$ cat src/rtl/bus_own_pkg.sv
package bus_own_pkg;

  typedef enum logic [1:0] {
    MST_NONE     = 2'd0,
    MST_IMPLICIT = 2'd1,
    MST_EXPLICIT = 2'd2
  } mst_mode_e;

  // Beats in one bus cycle for the requested access length.
  function automatic int unsigned beats_for(logic burst, int unsigned burst_beats);
    return burst ? burst_beats : 32'd1;
  endfunction

  // Ownership state after this edge.
  function automatic mst_mode_e next_mode(mst_mode_e cur, logic grant, logic start,
                                          logic busy, logic end_fire);
    if (start) return MST_EXPLICIT;
    if (busy && !end_fire) return MST_EXPLICIT;
    if (cur == MST_EXPLICIT && grant) return MST_EXPLICIT;
    if (grant) return MST_IMPLICIT;
    return MST_NONE;
  endfunction

endpackage

$ cat src/rtl/bus_own_req.sv
module bus_own_req (
  input  logic clk,
  input  logic rst,
  input  logic core_req,
  input  logic grant_i,
  input  logic busy,
  output logic start_fire,
  output logic req_o,
  output logic ts_o
);

  assign start_fire = core_req && grant_i && !busy;

  always_ff @(posedge clk) begin
    if (rst) begin
      req_o <= 1'b0;
      ts_o  <= 1'b0;
    end else begin
      req_o <= core_req && !start_fire;
      ts_o  <= start_fire;
    end
  end

endmodule

$ cat src/rtl/bus_own_beats.sv
module bus_own_beats #(
  parameter int unsigned BURST_BEATS = 4,
  localparam int unsigned CNT_W = $clog2(BURST_BEATS + 1)
) (
  input  logic clk,
  input  logic rst,
  input  logic start_fire,
  input  logic core_burst,
  input  logic ack_i,
  input  logic err_i,
  output logic busy,
  output logic end_fire
);
  import bus_own_pkg::*;

  logic [CNT_W-1:0] beats_left;
  logic [CNT_W-1:0] load_val;
  logic             last_beat;

  assign load_val  = CNT_W'(beats_for(core_burst, BURST_BEATS));
  assign last_beat = (beats_left == CNT_W'(1));
  assign end_fire  = busy && (err_i || (ack_i && last_beat));

  always_ff @(posedge clk) begin
    if (rst) begin
      busy       <= 1'b0;
      beats_left <= '0;
    end else if (start_fire) begin
      busy       <= 1'b1;
      beats_left <= load_val;
    end else if (end_fire) begin
      busy       <= 1'b0;
      beats_left <= '0;
    end else if (busy && ack_i) begin
      beats_left <= beats_left - CNT_W'(1);
    end
  end

endmodule

$ cat src/rtl/bus_own_mst.sv
module bus_own_mst (
  input  logic clk,
  input  logic rst,
  input  logic grant_i,
  input  logic start_fire,
  input  logic busy,
  input  logic end_fire,
  output logic driven_o,
  output logic implicit_o,
  output logic drv_en_o,
  output logic cycle_end_o
);
  import bus_own_pkg::*;

  mst_mode_e mode_q;
  mst_mode_e mode_d;

  always_comb mode_d = next_mode(mode_q, grant_i, start_fire, busy, end_fire);

  always_ff @(posedge clk) begin
    if (rst) begin
      mode_q      <= MST_NONE;
      drv_en_o    <= 1'b0;
      cycle_end_o <= 1'b0;
    end else begin
      mode_q      <= mode_d;
      drv_en_o    <= (mode_q == MST_EXPLICIT);
      cycle_end_o <= end_fire;
    end
  end

  assign driven_o   = (mode_q == MST_EXPLICIT);
  assign implicit_o = (mode_q == MST_IMPLICIT);

endmodule

$ cat src/rtl/bus_own_ctrl.sv
module bus_own_ctrl #(
  parameter int unsigned BURST_BEATS = 4
) (
  input  logic clk,
  input  logic rst,
  input  logic core_req,
  input  logic core_burst,
  input  logic grant_i,
  input  logic ack_i,
  input  logic err_i,
  output logic req_o,
  output logic driven_o,
  output logic implicit_o,
  output logic ts_o,
  output logic drv_en_o,
  output logic cycle_end_o
);

  logic start_fire;
  logic busy;
  logic end_fire;

  bus_own_req u_req (
    .clk        (clk),
    .rst        (rst),
    .core_req   (core_req),
    .grant_i    (grant_i),
    .busy       (busy),
    .start_fire (start_fire),
    .req_o      (req_o),
    .ts_o       (ts_o)
  );

  bus_own_beats #(.BURST_BEATS(BURST_BEATS)) u_beats (
    .clk        (clk),
    .rst        (rst),
    .start_fire (start_fire),
    .core_burst (core_burst),
    .ack_i      (ack_i),
    .err_i      (err_i),
    .busy       (busy),
    .end_fire   (end_fire)
  );

  bus_own_mst u_mst (
    .clk         (clk),
    .rst         (rst),
    .grant_i     (grant_i),
    .start_fire  (start_fire),
    .busy        (busy),
    .end_fire    (end_fire),
    .driven_o    (driven_o),
    .implicit_o  (implicit_o),
    .drv_en_o    (drv_en_o),
    .cycle_end_o (cycle_end_o)
  );

endmodule

$ cat config.mk
export PLATFORM = sky130hd
export DESIGN_NAME = bus_own_ctrl
export DESIGN_NICKNAME = d
export VERILOG_FILES = /design/src/rtl/bus_own_pkg.sv /design/src/rtl/bus_own_req.sv /design/src/rtl/bus_own_beats.sv /design/src/rtl/bus_own_mst.sv /design/src/rtl/bus_own_ctrl.sv
export SDC_FILE = /design/constraint.sdc
export NUM_CORES = 1
export LEC_CHECK = 0
export CORE_UTILIZATION = 25
export CTS_CLUSTER_DIAMETER = 120
export DETAILED_ROUTE_END_ITERATION = 7
export GPL_TIMING_DRIVEN = 0
export PLACE_DENSITY = 0.52
export SLEW_MARGIN = 25
export SYNTH_ARGS = -nofsm -noshare
export SYNTH_HDL_FRONTEND = slang
export SYNTH_SLANG_ARGS = --single-unit
$ cat constraint.sdc
create_clock -name clk -period 1.6 [get_ports clk]
set_clock_uncertainty 0.15 [all_clocks]
set_input_delay 0.16 -clock clk [delete_from_list [all_inputs] [get_ports clk]]
set_output_delay 0.16 -clock clk [all_outputs]
set_load 0.02 [all_outputs]
==> flow_metrics.tcl, run 1 <==
set metrics [dict create \
    yosysWarnings 0 \
    antenna_cells 0 \
    maxCapViolations 0 \
    place_congestion 0.714 \
    vias 414 \
    synth_top_area_share_pct 43.0 \
    path_max_fanout 4 \
    grt_pass1_vias 371 \
    cts_sinks 10 \
    max_slew_margin_pct 69.4 \
    cts_buffers 3 \
    timing.rr.start "u_beats.beats_left[1]" \
    synth_nets 61 \
    worst_slew_pin_slew_ns 0.459 \
    setup_viol 0 \
    worstRegToRegCells 5 \
    cts_tree "built" \
    r2r_setup_slack_ns 0.08 \
    hold_buffers 0 \
    switchingPower_mw 0.145 \
    antenna_left 0 \
    yosys.area_share.simple_pct 25.0 \
    synthCells 52 \
    synth.avg_cell_area_um2 8.95 \
    clkSlewWorstSetupHoldPaths_ns 0.07 \
    synth-compound-area-share_pct 19.6 \
    dp_hpwl_um 674 \
    rsz0062_at_grt "false" \
    synth_top_family_by_area "simple AND/OR/NAND/NOR gates" \
    synthFlopType "dfxtp_1" \
    critPathLaunch "u_beats.beats_left[1]" \
    synth_xor_area_share_pct 0 \
    start_util_pct 27.0 \
    synth_adder_area_share_pct 5.38 \
    crit_slowest_cell "dfxtp_1" \
    first_pass_iters 3 \
    ir_drop_v 0.000275 \
    viasPerCell 4.55 \
    p_seq_share_pct 50.1 \
    synth_edf_count 0 \
    period_needed_ns 1.52 \
    clockRootBuffer "clkbuf_4" \
    powerDensity_nw_per_um2 860 \
    swShare_pct 26.9 \
    ios 13 \
    ys_seq_area_share_pct 43.0 \
    area_growth_pct 34.7 \
    track_usage_pct 11.2 \
    p_int_mw 0.394 \
    die_height_um 45.2 \
    synthArstFlopShare_pct 0 \
    synthDistinctLibCells 25 \
    routedWlPerCell_um 10.1 \
    timing.final.ws_setup_ns 0.0821 \
    crit_chain "inv_1, ha_1, nor2b_1, a211o_1, and4b_1" \
    synth_top_cells_by_area "dfxtp_1, ha_1, nor2b_1, a21oi_1, inv_1" \
    final_layout_size_suffix_gt1_share_pct 10.6 \
    drc 0 \
    grt_max_degree 11 \
    hold_viol_final 0 \
    cts_setup_buffers 0 \
    io_buffers 11 \
    clkPwrFrac_pct 33.0 \
    status "complete, no violations" \
    fin_cells 91 \
    core_region_area_um2 1730 \
    syn_area_um2 465 \
    critPathArrivalTime_ns 1.53 \
    grt-ovfl-total 0 \
    muxShareOfSynthArea_pct 2.15 \
    clock_tree.buffer_depth 2 \
    fill_cells 184 \
    finalInstanceArea_um2 627 \
    htreeDepth 1 \
    crit_required_ns 1.61 \
    endpoint "u_mst.mode_q[0]" \
    leakage_nw 0.243 \
    insertion_delay_ns 0.27 \
    ys_ff_latch 10 \
    period_share_pct 94.9 \
    reg2reg_to "u_mst.mode_q[0]" \
    fin_nets 77 \
    synth_top_area_cell "dfxtp_1" \
    cpPeakStageDelay_ns 0.33 \
    drt-initial-drc-count 10 \
    place_area_um2 607 \
    pwr-share-comb_pct 16.9 \
    place_inst 88 \
    rows 15 \
    grt_pass1_wl_um 1550 \
    hp-class "in2reg" \
    crit_type "reg2reg" \
    drt-total-wl_um 917 \
    cts.repair.resized 2 \
    dieWidth_um 45.2 \
    fmax_mhz 659 \
    die_area_um2 2040 \
    drv_slew 0 \
    antenna_found_initial 0 \
    cp-end-kind "flip-flop" \
    startpoint_type "flip-flop" \
    dp_slack_ns 0.00140 \
]
[Yosys cell counts, drive strengths merged, types with 2 or more instances]
master,number
a211oi,2
a21oi,4
dfxtp,10
ha,2
inv,5
nand2,5
nor2,3
nor2b,4
nor3,2
o21ai,2
[how the worst min path moves through the flow]
stage | from | end | slack [ns] | cells after the start
floorplan | grant_i | u_req.req_o | 0.11 | 1
global placement | u_beats.beats_left[1] | u_beats.beats_left[1] | 0.31 | 2
detailed placement | u_beats.beats_left[1] | u_beats.beats_left[1] | 0.32 | 2
CTS | rst | u_req.ts_o | 0.14 | 2
global route | rst | u_req.ts_o | 0.20 | 2
finish | rst | u_req.ts_o | 0.13 | 2
[through the flow]
stage	hold WS, ns	total power [mW]	setup TNS (ns)	utilization (%)
2_1_floorplan	0.106	0.329	0	-
3_3_place_gp	0.305	0.370	-0.00704	35.1
3_5_place_dp	0.316	0.369	0	35.1
4_1_cts	0.141	0.541	0	36.3
5_1_grt	0.197	0.562	0	36.3
6_report	0.132	0.539	0	36.3
[area by class of cell]
cell class	instances	area, µm²	share of cell area, %
Multi-Input combinational cell	36	243	38.7
Sequential cell	10	200	31.9
Timing Repair Buffer	11	108	17.2
Tap cell	25	31.3	4.99
Clock buffer	3	22.5	3.59
Inverter	5	18.8	2.99
Buffer	1	3.75	0.599
[routing by layer]
layer	vias up	track usage (%)	part of all wire (%)
met5	-	0	0
met4	0	10.9	2.9
met3	4	2.80	4.0
met2	10	15.4	45
met1	186	13.8	48
li1	214	-	-
[worst max-delay path: cells and delay by family (launching register included)]
kind | cells | cell delay [ns]
and+or+nand+nor | 2 | 0.35
DFF | 1 | 0.33
AOI/OAI and AO/OA | 1 | 0.33
adders and majority gates | 1 | 0.19
buffers and inverters | 1 | 0.06
[cell families (layout without fill, tap and decap cells)]
kind of cell	after synthesis	count (layout)
buf+inv	6	20
mux	1	1
flops	10	10
compound gates	13	13
simple gates	20	20
fa+ha+maj	2	2
[power groups by stage]
stage	Combinational (mW)	Clock, mW	Sequential, mW
2_1_floorplan	0.0493	0	0.279
3_3_place_gp	0.0941	0	0.275
3_5_place_dp	0.0932	0	0.276
4_1_cts	0.0915	0.180	0.270
5_1_grt	0.104	0.187	0.271
6_report	0.0910	0.178	0.270
[cells in the final DEF (no fill, tap or decap)]
cell and count:
dfxtp_1 10, clkdlybuf4s50_1 9, inv_1 5, nor2b_1 4
a21oi_1 4, nand2_1 4, nor2_1 3, clkbuf_4 3
o21ai_0 2, nor3_1 2, ha_1 2, dlygate4sd2_1 2
o21a_1 1, and3b_2 1, nand2_2 1, mux2i_1 1
nand3b_1 1, o211ai_1 1, clkbuf_1 1, a221oi_1 1
nor4_1 1, o31a_1 1, a211o_1 1, and2b_2 1
and4b_1 1, or3_1 1, a211oi_2 1, a211oi_1 1
[registers in the layout (all words and copies together), names as in the netlist]
name / cells
u_req.req_o: 1
u_beats.beats_left: 3
u_mst.mode_q: 2
u_mst.cycle_end_o: 1
u_req.ts_o: 1
u_mst.drv_en_o: 1
u_beats.busy: 1
No activity file was read; power rests on OpenSTA's default activity.
==> run 2, diff against run 1 <==
--- a/config.mk
+++ b/config.mk
@@ -8,8 +8,9 @@
 export CORE_UTILIZATION = 25
 export CTS_CLUSTER_DIAMETER = 120
 export DETAILED_ROUTE_END_ITERATION = 7
+export DONT_BUFFER_PORTS = 1
 export GPL_TIMING_DRIVEN = 0
-export PLACE_DENSITY = 0.52
+export PLACE_DENSITY = 0.43
 export SLEW_MARGIN = 25
 export SYNTH_ARGS = -nofsm -noshare
 export SYNTH_HDL_FRONTEND = slang
==> flow_metrics.tcl, run 2 (synthesis gave the netlist of run 1 again) <==
set metrics [dict create \
    status "complete, no violations" \
    reg_top3 "u_beats.beats_left (3), u_mst.mode_q (2)" \
    maxCapViolations 0 \
    antenna_left 0 \
    drc 0 \
    setup_viol 0 \
    crit_slowest_cell "dfxtp_1" \
    cts_buffers 3 \
    wl_met1_um 448 \
    dieWidth_um 45.2 \
    power.total_mw 0.583 \
    crit_type "reg2reg" \
    period_share_pct 95.9 \
    largest_register_ffs 3 \
    clockRootBuffer "clkbuf_4" \
    cts_setup_buffers 0 \
    path_delay_family "simple AND/OR/NAND/NOR gates" \
    hold_viol_final 0 \
    final_cell_mix "dfxtp_1, dlygate4sd3_1, inv_1, a21oi_1, nand2_1" \
    ios 13 \
    vias 400 \
    final_layout_size_suffix_gt1_share_pct 17.7 \
    antenna_cells 0 \
    timing.final.ws_setup_ns 0.0653 \
    fin_nets 72 \
    grt_pass1_vias 324 \
    path_max_fanout 4 \
    hp-class "in2reg" \
    max_slew_margin_pct 63.8 \
    die_height_um 45.2 \
    clock_tree.buffer_depth 2 \
    final_common_cell "dfxtp_1" \
    fmax_mhz 652 \
    grt-ovfl-total 0 \
    regMostFlops "u_beats.beats_left" \
    antenna_found_initial 0 \
    place_inst 77 \
    viasPerCell 4.60 \
    whs_ns 0.00955 \
    hp-start "core_burst" \
    critPathArrivalTime_ns 1.55 \
    htreeDepth 1 \
    period_needed_ns 1.53 \
    cpPeakStageDelay_ns 0.34 \
    place_congestion 0.780 \
    startpoint_type "flip-flop" \
    insertion_delay_ns 0.27 \
    drt-initial-drc-count 14 \
    clkSlewWorstSetupHoldPaths_ns 0.07 \
    r2r_setup_slack_ns 0.07 \
    leakage_nw 0.229 \
    wl_met2_um 461 \
    critPathLaunch "u_beats.beats_left[1]" \
    rows 15 \
    cp-end-kind "flip-flop" \
    core_region_area_um2 1730 \
    die_area_um2 2040 \
    tns_ns 0 \
    grt_pass1_wl_um 1460 \
    crit_required_ns 1.62 \
    first_pass_iters 4 \
    rsz0062_at_grt "false" \
    critPathBufInv 1 \
    fin_cells 87 \
    ir_drop_v 0.000508 \
    powerDensity_nw_per_um2 975 \
    track_usage_pct 10.5 \
    worst_slew_pin_slew_ns 0.542 \
    drt-total-wl_um 985 \
    top_layer_used "met3" \
    area_growth_pct 28.5 \
    timing.rr.start "u_beats.beats_left[1]" \
    grt_max_degree 11 \
    cts_sinks 10 \
    dp_slack_ns 0.0979 \
    start_util_pct 27.0 \
    routedWlPerCell_um 11.3 \
    cts_tree "built" \
    io_buffers 0 \
    wl_met3_um 74 \
    drv_slew 0 \
    crit_chain "inv_1, ha_1, nor2b_2, a211o_1, and4b_1" \
]
==> run 2: worst paths after layout <==
| kind | end | cells after the start |
|---|---|---|
| worst max register to register | u_mst.mode_q[0] | 5 |
| worst min register to register | u_beats.beats_left[1] | 2 |
| worst max-delay path | u_mst.mode_q[0] | 5 |
| worst min-delay path | u_beats.beats_left[2] | 2 |
==> run 2: timing repair <==
| item | CTS | global route |
|---|---|---|
| hold endpoints to repair | 8 | 2 |
| hold buffers | 5 | 1 |
| setup endpoints to repair | 0 | 2 |
| gates resized for setup | 0 | 3 |
==> run 2: worst register-to-register path, cell delays in order, from the launching register on <==
cell and delay (ns):
dfxtp_1 0.34, inv_1 0.06, ha_1 0.19, nor2b_2 0.18
a211o_1 0.33, and4b_1 0.18
==> run 2: power by group <==
group | total [mW] | internal [mW] | switching, mW
clock | 0.233 | 0.138 | 0.0952
sequential | 0.276 | 0.262 | 0.0138
combinational | 0.0732 | 0.0357 | 0.0375
total | 0.583 | 0.437 | 0.146
==> run 2: stage by stage <==
stage / utilization, % / cell area (µm²)
2_1_floorplan: - / 465
3_3_place_gp: 28.8 / 497
3_5_place_dp: 28.8 / 497
4_1_cts: 33.8 / 583
5_1_grt: 34.6 / 598
6_report: 34.6 / 598
==> run 2: routing by layer <==
layer  global-route usage, %  vias up
met5                       0        -
met4                    3.03        0
met3                    8.00        0
met2                    13.3       10
met1                    13.7      186
li1                        -      204
==> run 2: final cells by class <==
type,count,area [µm²]
clock buffer,4,36.3
multi-input combinational,36,245
tap,25,31.3
fill,200,1130
inverter,5,18.8
sequential,10,203
timing repair buffer,6,60.1
buffer,1,3.75
